===== config.mk =====
export PLATFORM = sky130hd
export DESIGN_NAME = irq_vector_ctrl
export DESIGN_NICKNAME = d
export VERILOG_FILES = /design/src/rtl/irqv_pkg.sv /design/src/rtl/irqv_edge_latch.sv /design/src/rtl/irqv_prio_enc.sv /design/src/rtl/irqv_fetch_seq.sv /design/src/rtl/irq_vector_ctrl.sv
export SDC_FILE = /design/constraint.sdc
export NUM_CORES = 1
export LEC_CHECK = 0
export BUFFER_PORTS_ARGS = -buffer_cell sky130_fd_sc_hd__clkbuf_2
export CORE_MARGIN = 3
export CORE_UTILIZATION = 45
export CTS_BUF_LIST = sky130_fd_sc_hd__clkbuf_4
export DETAILED_ROUTE_END_ITERATION = 16
export HOLD_SLACK_MARGIN = 0.05
export PLACE_DENSITY_LB_ADDON = 0.25
export SLEW_MARGIN = 20
export SYNTH_ARGS = -nofsm -noshare
export SYNTH_HDL_FRONTEND = slang
export SYNTH_SLANG_ARGS = --single-unit

===== constraint.sdc =====
create_clock -name clk -period 1.9 [get_ports clk]
set_input_delay 0 -clock clk [delete_from_list [all_inputs] [get_ports clk]]
set_output_delay 0 -clock clk [all_outputs]
set_load 0.05 [all_outputs]

===== src/rtl/irqv_pkg.sv =====
package irqv_pkg;
  localparam logic [2:0] ADR_MASK  = 3'd0;
  localparam logic [2:0] ADR_PAGE  = 3'd1;
  localparam logic [2:0] ADR_CTRL  = 3'd2;
  localparam logic [2:0] ADR_STAT  = 3'd3;
  localparam logic [2:0] ADR_POLL  = 3'd4;
  localparam logic [2:0] ADR_FETCH = 3'd5;

  localparam logic [7:0] LONG_BRANCH_OP = 8'hC0;

  typedef enum logic [1:0] {
    PH_OPCODE = 2'd0,
    PH_HIGH   = 2'd1,
    PH_LOW    = 2'd2
  } fetch_phase_t;
endpackage


===== src/rtl/irqv_edge_latch.sv =====
module irqv_edge_latch #(
  parameter int N = 8
) (
  input  logic         clk,
  input  logic         rst_n,
  input  logic [N-1:0] lines_n,
  input  logic         clr_all,
  input  logic [N-1:0] clr_one,
  output logic [N-1:0] pend
);
  logic [N-1:0] prev_q;
  logic [N-1:0] fall;

  assign fall = prev_q & ~lines_n;

  always_ff @(posedge clk) begin
    if (!rst_n) begin
      prev_q <= '1;
      pend   <= '0;
    end else begin
      prev_q <= lines_n;
      pend   <= (clr_all ? '0 : (pend & ~clr_one)) | fall;
    end
  end

  for (genvar g = 0; g < N; g++) begin : g_chk
    assert_edge_arms_R1: assert property (@(posedge clk) disable iff (!rst_n)
      (prev_q[g] && !lines_n[g]) |=> pend[g]);
  end

  assert_status_clears_R4: assert property (@(posedge clk) disable iff (!rst_n)
    clr_all |=> (pend == $past(fall)));
endmodule


===== src/rtl/irqv_prio_enc.sv =====
module irqv_prio_enc #(
  parameter int N  = 8,
  parameter int LW = $clog2(N)
) (
  input  logic          clk,
  input  logic          rst_n,
  input  logic [N-1:0]  req,
  output logic          any,
  output logic [LW-1:0] idx
);
  always_comb begin
    any = 1'b0;
    idx = '0;
    for (int i = 0; i < N; i++) begin
      if (req[i]) begin
        any = 1'b1;
        idx = LW'(i);
      end
    end
  end

  assert_top_wins_R6: assert property (@(posedge clk) disable iff (!rst_n)
    any |-> (req[idx] && ((req >> idx) == N'(1))));
endmodule


===== src/rtl/irqv_fetch_seq.sv =====
module irqv_fetch_seq
  import irqv_pkg::*;
#(
  parameter int N  = 8,
  parameter int LW = $clog2(N)
) (
  input  logic          clk,
  input  logic          rst_n,
  input  logic          fetch_acc,
  input  logic          loc_any,
  input  logic [LW-1:0] loc_idx,
  input  logic [7:0]    page,
  input  logic [7:0]    ctrl,
  output logic          answer,
  output logic [7:0]    byte_o,
  output logic [N-1:0]  clr_one
);
  fetch_phase_t  ph_q;
  logic          own_q;
  logic [LW-1:0] lvl_q;
  logic [7:0]    offset;

  assign offset = ctrl[7] ? (8'(lvl_q) << 3) : (8'(lvl_q) << 2);

  always_comb begin
    unique case (ph_q)
      PH_OPCODE: begin answer = loc_any; byte_o = LONG_BRANCH_OP; end
      PH_HIGH:   begin answer = own_q;   byte_o = page; end
      default:   begin answer = own_q;   byte_o = {1'b0, ctrl[6:0]} + offset; end
    endcase
  end

  assign clr_one = (fetch_acc && ph_q == PH_OPCODE && loc_any) ? (N'(1) << loc_idx) : '0;

  always_ff @(posedge clk) begin
    if (!rst_n) begin
      ph_q  <= PH_OPCODE;
      own_q <= 1'b0;
      lvl_q <= '0;
    end else if (fetch_acc) begin
      unique case (ph_q)
        PH_OPCODE: begin
          ph_q  <= PH_HIGH;
          own_q <= loc_any;
          lvl_q <= loc_idx;
        end
        PH_HIGH: ph_q <= PH_LOW;
        default: ph_q <= PH_OPCODE;
      endcase
    end
  end

  assert_silent_fetch_R9: assert property (@(posedge clk) disable iff (!rst_n)
    (fetch_acc && ph_q == PH_OPCODE && !loc_any) |=> !answer);
endmodule


===== src/rtl/irq_vector_ctrl.sv =====
module irq_vector_ctrl
  import irqv_pkg::*;
#(
  parameter int N  = 8,
  parameter int LW = $clog2(N)
) (
  input  logic         clk,
  input  logic         rst_n,
  input  logic [N-1:0] irq_n_i,
  input  logic         cascade_n_i,
  output logic         irq_n_o,
  input  logic         req_valid,
  output logic         req_ready,
  input  logic         req_write,
  input  logic [2:0]   req_addr,
  input  logic [7:0]   req_wdata,
  output logic         rsp_valid,
  input  logic         rsp_ready,
  output logic [7:0]   rsp_data
);
  logic [N-1:0]  mask_q;
  logic [7:0]    page_q, ctrl_q;
  logic [N-1:0]  pend, clr_one;
  logic          loc_any, fetch_ans;
  logic [LW-1:0] loc_idx;
  logic [7:0]    fetch_byte, rd_byte, poll_byte;
  logic          acc, rd_acc, wr_acc, fetch_acc, clr_all, rd_ans;

  assign req_ready = !rsp_valid;
  assign acc       = req_valid && req_ready;
  assign rd_acc    = acc && !req_write;
  assign wr_acc    = acc && req_write;
  assign fetch_acc = rd_acc && (req_addr == ADR_FETCH);
  assign clr_all   = rd_acc && (req_addr == ADR_STAT);

  irqv_edge_latch #(.N(N)) u_latch (
    .clk(clk), .rst_n(rst_n), .lines_n(irq_n_i),
    .clr_all(clr_all), .clr_one(clr_one), .pend(pend)
  );

  irqv_prio_enc #(.N(N), .LW(LW)) u_prio (
    .clk(clk), .rst_n(rst_n), .req(pend & ~mask_q),
    .any(loc_any), .idx(loc_idx)
  );

  irqv_fetch_seq #(.N(N), .LW(LW)) u_fetch (
    .clk(clk), .rst_n(rst_n), .fetch_acc(fetch_acc),
    .loc_any(loc_any), .loc_idx(loc_idx), .page(page_q), .ctrl(ctrl_q),
    .answer(fetch_ans), .byte_o(fetch_byte), .clr_one(clr_one)
  );

  assign irq_n_o   = !(loc_any || !cascade_n_i);
  assign poll_byte = loc_any ? {1'b1, (7 - LW)'(0), loc_idx} : 8'h00;

  always_comb begin
    rd_ans  = 1'b1;
    rd_byte = 8'h00;
    case (req_addr)
      ADR_STAT:  rd_byte = 8'(pend);
      ADR_POLL:  rd_byte = poll_byte;
      ADR_FETCH: begin rd_byte = fetch_byte; rd_ans = fetch_ans; end
      default:   rd_byte = 8'h00;
    endcase
  end

  always_ff @(posedge clk) begin
    if (!rst_n) begin
      mask_q    <= '0;
      page_q    <= '0;
      ctrl_q    <= '0;
      rsp_valid <= 1'b0;
      rsp_data  <= '0;
    end else begin
      if (wr_acc) begin
        case (req_addr)
          ADR_MASK: mask_q <= req_wdata[N-1:0];
          ADR_PAGE: page_q <= req_wdata;
          ADR_CTRL: ctrl_q <= req_wdata;
          default: ;
        endcase
      end
      if (rd_acc && rd_ans) begin
        rsp_valid <= 1'b1;
        rsp_data  <= rd_byte;
      end else if (rsp_ready) begin
        rsp_valid <= 1'b0;
      end
    end
  end

  assert_rsp_hold_R12: assert property (@(posedge clk) disable iff (!rst_n)
    (rsp_valid && !rsp_ready) |=> (rsp_valid && $stable(rsp_data)));

  assert_masked_quiet_R2: assert property (@(posedge clk) disable iff (!rst_n)
    (((pend & ~mask_q) == '0) && cascade_n_i) |-> irq_n_o);
endmodule


==> summary.md, run 1 <==
| Metric | Value |
|---|---|
| First-pass GRT wire length | `10400 um` |
| Leakage power | `1.50 nW` |
| Critical path's largest stage delay | `400 ps` |
| CP most frequent cell | `a22o_1` |
| Reg2reg path depth | `9` |
| IO Pins | `36` |
| Status | `finished, violations left` |
| Hold crit path type | `in -> reg` |
| Vias per cell | `5.34` |
| Post-route minimum period | `2040 ps` |
| Final wirelength | `6490 um` |
| DRC | `0` |
| Ys Warns | `0` |
| WS Path Type | `reg -> reg` |
| Max Cap Viol | `0` |
| Net Count, Synth | `309` |
| Yosys reg bits | `55` |
| Largest net degree at the start of global routing | `36` |
| Endpoints failing setup | `4` |
| Layout net count | `381` |
| RSZ-0062 raised after global routing | `yes` |
| Async SR Flop Fraction | `0%` |
| Setup Skew | `7.27 ps` |
| Num CTS Buffers | `5` |
| DIE AREA | `6800 sq um` |
| Post-synth EDFFs | `0` |
| Mapped Area | `2630 sq um` |
| Slew headroom | `56.7%` |
| WL per Instance | `15.3 um` |
| Flop-to-flop setup slack | `-140 ps` |
| Post-DRT Antenna Nets | `0` |
| Clk buf depth | `2` |
| Grt ovf | `0` |
| Die width | `82.5 um` |
| Synth Instances | `279` |
| Clock transition at path regs | `150 ps` |
| GP Congestion | `0.942` |
| DRT iter0 DRCs | `102` |
| Drt first pass iters | `4` |
| Placeable Area | `5570 sq um` |
| Routed vias | `2259` |
| CTS H-tree depth | `2` |
| Final Hold Viols | `0` |
| Pwr Total | `0.00206 W` |
| Distinct cells, synth | `59` |
| WHS Path Cells | `4` |
| Failing checks | `setup timing` |
| Sequential share of the synthesized area | `41.9%` |
| Syn avg cell area | `9.43 sq um` |
| Layout cells sized above 1 | `24.8%` |
| Top_reg_cell synth | `dfxtp_1` |
| Fin worst setup slack | `-142 ps` |
| Dpl hpwl | `4940 um` |
| Pwr dens | `624 nW/um^2` |
| Setup TNS | `-376 ps` |
| CP Launch Type | `flip-flop` |
| Initial Utilization | `47.2%` |
| CP required | `2180 ps` |
| CP max-delay cell | `dfxtp_4` |
| Root buf cell | `clkbuf_4` |
| Slew of the pin with the lowest slew margin | `648 ps` |
| Pins Over Slew Limit | `0` |
| Initial antenna violation count | `0` |
| Most frequent cells in the layout | `52 x dfxtp_1, 38 x nor2_1, 34 x clkbuf_2` |
| Die Ht | `82.5 um` |
| ANT cells | `0` |
| Setup crit end kind | `flip-flop` |
| WP data arrival | `2320 ps` |
| Fmax | `490 MHz` |
| Vias in the first global route | `2115` |
| Clk sinks | `55` |
| CTS tree | `yes` |
| Tot GR Track Use | `20.6%` |
| Most common cell after layout, fill and taps aside | `dfxtp_1` |
| Crit-path max FO | `5` |
| P&R area growth vs syn | `25.5%` |
| Clock Latency Late Sink | `370 ps` |
| Worst vdd ir | `0.000432 V` |
| Input/output buffers | `35` |
| Critical-path cell list | `mux2i_2 > inv_1 > ha_1 > a21o_1 > a211oi_2 > nor3_1 > a31o_2 > a22o_1 > a22o_1` |
| Fin crit share | `107%` |
| FP Rows | `27` |
==> synthesized netlist by cell type, types with 3 or more instances <==
master	number	area (sq um)
a221oi_1	3	26.3
nand2_1	16	60.1
o21ai_1	9	45.0
mux2i_1	25	250
nand3_1	7	35.0
a211oi_1	4	30.0
inv_1	17	63.8
a21oi_1	8	40.0
nor3_1	3	15.0
ha_1	4	50.1
nor2b_1	4	25.0
a22o_1	10	87.6
nand2b_1	14	87.6
clkbuf_1	3	11.3
dfxtp_1	55	1100
nor2_1	38	143
o31ai_1	3	22.5
and2_1	4	25.0
==> report_power, final <==
| group | internal [W] | total (W) | switching [W] |
|---|---|---|---|
| Combinational | 0.000154 | 0.000336 | 0.000183 |
| Clock | 0.000139 | 0.000498 | 0.000360 |
| Sequential | 0.00119 | 0.00123 | 0.0000350 |
==> worst paths after layout <==
kind                           startpoint                      endpoint
max                ctrl_q[7]$_SDFFE_PN0P_      rsp_data[5]$_SDFFE_PN0P_
min                             req_valid  u_fetch.ph_q[1]$_SDFFE_PN0N_
max reg2reg        ctrl_q[7]$_SDFFE_PN0P_      rsp_data[5]$_SDFFE_PN0P_
min reg2reg  u_latch.prev_q[4]$_SDFF_PN1_    u_latch.pend[4]$_SDFF_PN0_
==> repair_timing <==
action / in CTS / in global routing
hold endpoints to repair: 45 / 0
buffers inserted: 2 / 0
setup endpoints to repair: 6 / 9
gates resized for setup: 6 / 3
pin swaps: 5 / 5
hold buffers: 26 / 0
==> stage by stage <==
| stage | cell area, sq um | utilization [%] | hold slack (ps) | std cells | worst slack (ps) |
|---|---|---|---|---|---|
| floorplan | 2650 | - | 96.3 | 279 | -57.9 |
| finish | 3300 | 59.2 | 62.0 | 423 | -142 |
| global route | 3300 | 59.2 | 72.6 | 423 | -274 |
| global placement | 2950 | 53.0 | 193 | 389 | -106 |
| detailed placement | 2950 | 53.0 | 199 | 389 | -145 |
| CTS | 3290 | 59.1 | 53.9 | 423 | -158 |
==> cell type report <==
| type | instances | area (sq um) |
|---|---|---|
| multi-input cells | 196 | 1450 |
| clock inverters | 2 | 13.8 |
| fillers | 513 | 2270 |
| well taps | 72 | 90.1 |
| inverters | 20 | 75.1 |
| repair buffers | 73 | 526 |
| clock buffers | 5 | 37.5 |
| flip-flops and latches | 55 | 1110 |
==> worst max-delay path: cells and delay by family, from the launching register on <==
family / cells / cell delay, ps
muxes: 1 / 230
DFF: 1 / 400
and+or+nand+nor: 1 / 80
AOI/OAI and AO/OA: 5 / 910
adders and majority gates: 1 / 270
buffers and inverters: 1 / 70
==> per-layer routing <==
metal | wire (um) | track usage, % | share of wire (%) | vias to the layer above
li1 | - | - | - | 1121
met1 | 2950 | 26.6 | 45 | 1075
met2 | 3110 | 34.6 | 48 | 52
met3 | 308 | 3.58 | 4.7 | 11
met4 | 121 | 6.64 | 1.9 | 0
met5 | 0 | 0 | 0 | -
==> flip-flops by register name (all words and copies together), names as in the netlist <==
register and cells:
u_latch.pend 8, page_q 8, u_fetch.own_q 1, rsp_valid 1, ctrl_q 8, u_fetch.ph_q 2, u_latch.prev_q 8, rsp_data 8
mask_q 8, u_fetch.lvl_q 3
==> cell families after synthesis <==
kind of cell,Yosys count,share of synthesized area [%]
xor gates and xnor gates,2,0.666
AOI/OAI and AO/OA,59,17.9
adders and majority gates,5,2.66
and+or+nand+nor,104,22.3
DFF,55,41.9
muxes,26,9.94
buffers and inverters,28,4.66
Note: power is estimated with default switching activity, not from simulation.
==> inputs of run 2 (changes only) <==
RECOVER_POWER = 25   (was default)
==> run 2 against run 1 <==
Effect of this change:
- the run still ends with setup timing left
- sequential share of layout area increased by 0.14 points
- via count decreased by 0.53%
- global-route usage unchanged
- routed wire length increased by 0.66%
- critical path type unchanged
- largest power group unchanged
==> summary.md, run 2 (same netlist as run 1, synthesis figures left out) <==
| Metric | Value |
|---|---|
| Critical path's largest stage delay | `400 ps` |
| Crit-path max FO | `5` |
| Setup Skew | `7.16 ps` |
| Setup crit end kind | `flip-flop` |
| RSZ-0062 raised after global routing | `yes` |
| Max Cap Viol | `0` |
| Slew headroom | `56.2%` |
| WP data arrival | `2310 ps` |
| Pins Over Slew Limit | `0` |
| Layout net count | `381` |
| DRT iter0 DRCs | `136` |
| NetSw | `0.000577 W` |
| Vias in the first global route | `2115` |
| DP Area | `2950 sq um` |
| Initial antenna violation count | `0` |
| Most common cell after layout, fill and taps aside | `dfxtp_1` |
| Logic pwr share | `16.3%` |
| DIE AREA | `6800 sq um` |
| Worst vdd ir | `0.000432 V` |
| Reg2reg path depth | `9` |
| First-pass GRT wire length | `10400 um` |
| Input/output buffers | `35` |
| Dpl hpwl | `4940 um` |
| P&R area growth vs syn | `25.0%` |
| Switching share of total power | `28.0%` |
| Die Ht | `82.5 um` |
| Most frequent cells in the layout | `52 x dfxtp_1, 38 x nor2_1, 26 x dlygate4sd3_1` |
| CP max-delay cell | `dfxtp_4` |
| Num CTS Buffers | `5` |
| Die width | `82.5 um` |
| Drt first pass iters | `4` |
| Worst R2R Start | `ctrl_q[7]$_SDFFE_PN0P_` |
| Clock Latency Late Sink | `370 ps` |
| Post-route minimum period | `2030 ps` |
| Leakage power | `1.46 nW` |
| Grt ovf | `0` |
| Worst Path Buf+Inv | `1` |
| Reg-to-reg critical path endpoint | `rsp_data[5]$_SDFFE_PN0P_` |
| Layout cells sized above 1 | `21.7%` |
| CTS tree | `yes` |
| Status | `finished, violations left` |
| Clk buf depth | `2` |
| Critical-path cell list | `mux2i_2 > inv_1 > ha_1 > a21o_1 > a211oi_2 > nor3_1 > a31o_2 > a22o_1 > a22o_1` |
| Initial Utilization | `47.2%` |
| WHS | `58.6 ps` |
| Routed vias | `2247` |
| Hold endpoint | `u_fetch.ph_q[1]$_SDFFE_PN0N_` |
| WHS Path Cells | `4` |
| Flop-to-flop setup slack | `-130 ps` |
| Clock transition at path regs | `150 ps` |
| Final Hold Viols | `0` |
| Internal power | `0.00148 W` |
| # fillers | `521` |
| WS Path Type | `reg -> reg` |
| Placeable Area | `5570 sq um` |
| IO Pins | `36` |
| Critical path's top delay family | `compound AO/OA/AOI/OAI gates` |
| WL per Instance | `15.4 um` |
| Hold path start | `req_valid` |
| Fmax | `492 MHz` |
| Root buf cell | `clkbuf_4` |
| ANT cells | `0` |
| Fin worst setup slack | `-132 ps` |
| CP required | `2180 ps` |
| Clk sinks | `55` |
| DRC | `0` |
| Seq. cell area | `1110 sq um` |
| Multi-input logic area | `1450 sq um` |
| Largest net degree at the start of global routing | `36` |
| CP most frequent cell | `a22o_1` |
| Final instance area | `3290 sq um` |
| Final wirelength | `6530 um` |
| CP Launch Type | `flip-flop` |
| CTS H-tree depth | `2` |
| Tot GR Track Use | `20.6%` |
| Endpoints failing setup | `4` |
| Pwr Total | `0.00206 W` |
| Clock power frac | `24.1%` |
| Fin crit share | `107%` |
| Slew of the pin with the lowest slew margin | `656 ps` |
| Hold crit path type | `in -> reg` |
| Failing checks | `setup timing` |
| Post-DRT Antenna Nets | `0` |
| Pwr dens | `626 nW/um^2` |
| Reg power frac | `59.6%` |
| FP Rows | `27` |
| GP Congestion | `0.942` |
| Vias per cell | `5.31` |
==> run 2: cell counts in the layout (fill, tap and decap cells not counted) <==
No cell type changed its count.
==> run 2: power groups by stage <==
stage	Combinational (W)	Clock, W	Sequential, W
2_1_floorplan	0.000187	0	0.00125
3_3_place_gp	0.000287	0	0.00125
3_5_place_dp	0.000289	0	0.00125
4_1_cts	0.000335	0.000511	0.00123
5_1_grt	0.000370	0.000549	0.00123
6_report	0.000335	0.000497	0.00123
==> run 2: cell type report <==
class                           instances  area share (%)
Clock buffer                            5            1.14
Timing Repair Buffer                   73            15.6
Clock inverter                          2           0.419
Sequential cell                        55            33.7
Inverter                               20            2.28
Tap cell                               72            2.74
Multi-Input combinational cell        196            44.2
==> run 2: through the flow <==
| stage | util [%] | setup TNS (ps) | setup WS (ps) | cells |
|---|---|---|---|---|
| 3_3_place_gp | 53.0 | -304 | -106 | 389 |
| 2_1_floorplan | - | -112 | -57.9 | 279 |
| 5_1_grt | 59.0 | -964 | -274 | 423 |
| 4_1_cts | 59.1 | -476 | -158 | 423 |
| 6_report | 59.0 | -356 | -132 | 423 |
| 3_5_place_dp | 53.0 | -459 | -145 | 389 |
==> run 2: timing repair <==
action | 4_1_cts | 5_1_grt
setup endpoints to repair | 6 | 9
hold buffers | 26 | 0
endpoints found under the hold margin | 45 | 0
buffers inserted | 2 | 0
pin swaps | 5 | 5
gates resized for setup | 6 | 3
==> run 2: tightest hold or removal path, stage by stage <==
cell and delay [ps]:
clkbuf_2 90, nor3b_4 180, nand3_1 70, a21oi_1 50
==> run 2: worst max path at each step <==
| stage | from | endpoint | slack [ps] | cells past startpoint |
|---|---|---|---|---|
| 3_3_place_gp | ctrl_q[7]$_SDFFE_PN0P_ | rsp_data[7]$_SDFFE_PN0P_ | -110 | 7 |
| 2_1_floorplan | ctrl_q[7]$_SDFFE_PN0P_ | rsp_data[7]$_SDFFE_PN0P_ | -60 | 8 |
| 3_5_place_dp | ctrl_q[7]$_SDFFE_PN0P_ | rsp_data[7]$_SDFFE_PN0P_ | -150 | 8 |
| 6_report | ctrl_q[7]$_SDFFE_PN0P_ | rsp_data[5]$_SDFFE_PN0P_ | -130 | 9 |
| 4_1_cts | ctrl_q[7]$_SDFFE_PN0P_ | rsp_data[7]$_SDFFE_PN0P_ | -160 | 8 |
| 5_1_grt | ctrl_q[7]$_SDFFE_PN0P_ | rsp_data[7]$_SDFFE_PN0P_ | -270 | 8 |
==> run 2: metal layers <==
metal	GRT usage [%]	share of wire (%)	wire length (um)	vias up
li1	-	-	-	1121
met1	26.6	46	3020	1063
met2	34.6	47	3090	52
met3	3.58	4.7	307	11
met5	0	0	0	-
met4	6.64	1.9	123	0
==> inputs of run 3 (changes only) <==
CELL_PAD_IN_SITES_DETAIL_PLACEMENT = 1   (was default)
CELL_PAD_IN_SITES_GLOBAL_PLACEMENT = 1   (was default)
CORE_UTILIZATION = 41   (was 45)
==> run 3 against run 2 <==
Effect of this change:
- the run still ends with setup timing left
- final cell count increased by 1.4%
- sequential share of layout area decreased by 0.39 points
- sequential power about the same
- critical path depth unchanged
- non-clock buffer count increased by 2
- routed wire length increased by 15%
- register-to-register slack got worse by 20 ps
- clock skew increased by 15 ps
- via count increased by 2.4%
- first-iteration DRC count decreased by 0.74%
- global-route usage increased by 0.99 points
- critical endpoint unchanged
- largest cell class unchanged
- largest power group unchanged
==> summary.md, run 3 (same netlist as run 1, synthesis figures left out) <==
| Metric | Value |
|---|---|
| P&R area growth vs syn | `26.8%` |
| WP data arrival | `2360 ps` |
| Most frequent cells in the layout | `52 x dfxtp_1, 38 x nor2_1, 26 x dlygate4sd3_1` |
| Hold endpoint | `u_fetch.ph_q[1]$_SDFFE_PN0N_` |
| GP Congestion | `0.823` |
| Reg2reg path depth | `9` |
| Layout cells sized above 1 | `22.6%` |
| Placeable Area | `6060 sq um` |
| Clock Latency Late Sink | `390 ps` |
| Die Ht | `86.1 um` |
| Max Cap Viol | `0` |
| Final Hold Viols | `0` |
| Routed vias | `2301` |
| Root buf cell | `clkbuf_4` |
| Leakage power | `1.47 nW` |
| Reg-to-reg critical path endpoint | `rsp_data[5]$_SDFFE_PN0P_` |
| CP required | `2210 ps` |
| Hold path start | `req_valid` |
| Fin worst setup slack | `-152 ps` |
| WHS Path Cells | `4` |
| Largest net degree at the start of global routing | `36` |
| Input/output buffers | `35` |
| Met2 routed WL | `3790 um` |
| Endpoints failing setup | `3` |
| ANT cells | `0` |
| Crit-path max FO | `5` |
| Dpl hpwl | `5520 um` |
| Setup TNS | `-365 ps` |
| Clk sinks | `55` |
| Pwr dens | `628 nW/um^2` |
| WS Path Type | `reg -> reg` |
| Status | `finished, violations left` |
| RSZ-0062 raised after global routing | `yes` |
| Fin crit share | `108%` |
| Num CTS Buffers | `5` |
| Fmax | `487 MHz` |
| DRC | `0` |
| Initial Utilization | `43.4%` |
| Hold crit path type | `in -> reg` |
| Slew of the pin with the lowest slew margin | `605 ps` |
| CTS H-tree depth | `2` |
| Pins Over Slew Limit | `0` |
| Drt first pass iters | `4` |
| DP Area | `2970 sq um` |
| FP Rows | `28` |
| Setup crit end kind | `flip-flop` |
| CTS tree | `yes` |
| Util after Layout | `55.0%` |
| Vias per cell | `5.36` |
| Setup Skew | `22.4 ps` |
| Slew headroom | `59.6%` |
| Max Used Layer | `met4` |
| Tot GR Track Use | `21.6%` |
| Metal-1 WL | `3480 um` |
| Most common cell after layout, fill and taps aside | `dfxtp_1` |
| IO Pins | `36` |
| Clock transition at path regs | `160 ps` |
| Worst R2R Start | `ctrl_q[7]$_SDFFE_PN0P_` |
| WL per Instance | `17.5 um` |
| Final wirelength | `7520 um` |
| Failing checks | `setup timing` |
| Flop-to-flop setup slack | `-150 ps` |
| Worst vdd ir | `0.000322 V` |
| Initial antenna violation count | `0` |
| First-pass GRT wire length | `12300 um` |
| Met3 WL post-DR | `189 um` |
| Clk buf depth | `2` |
| DRT iter0 DRCs | `135` |
| CP Launch Type | `flip-flop` |
| Post-route minimum period | `2050 ps` |
| DIE AREA | `7410 sq um` |
| Die width | `86.1 um` |
| Layout net count | `383` |
| Final instance area | `3330 sq um` |
| Vias in the first global route | `2354` |
| Post-DRT Antenna Nets | `0` |
| Grt ovf | `0` |
## run 3: final cells by class
type / count / area [sq um]
inverters: 20 / 75.1
fillers: 736 / 2730
clock buffers: 6 / 45.0
well taps: 75 / 93.8
multi-input cells: 196 / 1480
flip-flops and latches: 55 / 1110
clock inverters: 2 / 7.51
repair buffers: 75 / 527
## run 3: per-stage QoR
step | power (W) | hold WS [ps] | setup WS, ps | instances
floorplan | 0.00144 | 96.3 | -57.9 | 279
global placement | 0.00155 | 190 | -122 | 394
detailed placement | 0.00155 | 195 | -221 | 394
CTS | 0.00211 | 57.9 | -170 | 429
global route | 0.00220 | 69.3 | -272 | 429
finish | 0.00209 | 59.7 | -152 | 429
## run 3: worst max path at each step
stage,end,from,cells after the start
CTS,rsp_data[7]$_SDFFE_PN0P_,ctrl_q[7]$_SDFFE_PN0P_,8
global route,rsp_data[5]$_SDFFE_PN0P_,ctrl_q[7]$_SDFFE_PN0P_,9
global placement,rsp_data[6]$_SDFFE_PN0P_,u_fetch.lvl_q[0]$_SDFFE_PN0N_,10
finish,rsp_data[5]$_SDFFE_PN0P_,ctrl_q[7]$_SDFFE_PN0P_,9
floorplan,rsp_data[7]$_SDFFE_PN0P_,ctrl_q[7]$_SDFFE_PN0P_,8
detailed placement,rsp_data[6]$_SDFFE_PN0P_,u_fetch.lvl_q[0]$_SDFFE_PN0N_,10
## run 3: critical path: stages, from the launching register on
cell      delay (ps)
dfxtp_4          420
mux2i_4          260
inv_2             70
ha_4             200
a21o_1           190
a211oi_2         220
nor3_1            70
a31o_2           210
a22o_1           170
a22o_1           170
## run 3: power breakdown
part	internal [W]	switching, W
registers	0.00119	0.0000338
logic	0.000155	0.000196
clock network	0.000153	0.000367
## run 3: timing repair
action | in CTS | in global routing
pin swaps | 1 | 5
hold buffers | 26 | 0
setup buffers | 1 | 0
hold endpoints to repair | 45 | 0
resized for setup | 3 | 11
endpoints found under the setup margin | 6 | 8
## run 3: layer usage
layer / global-route usage (%) / vias up
met5: 0 / -
met4: 4.75 / 0
met3: 3.17 / 9
met2: 37.5 / 36
met1: 28.2 / 1126
li1: - / 1130
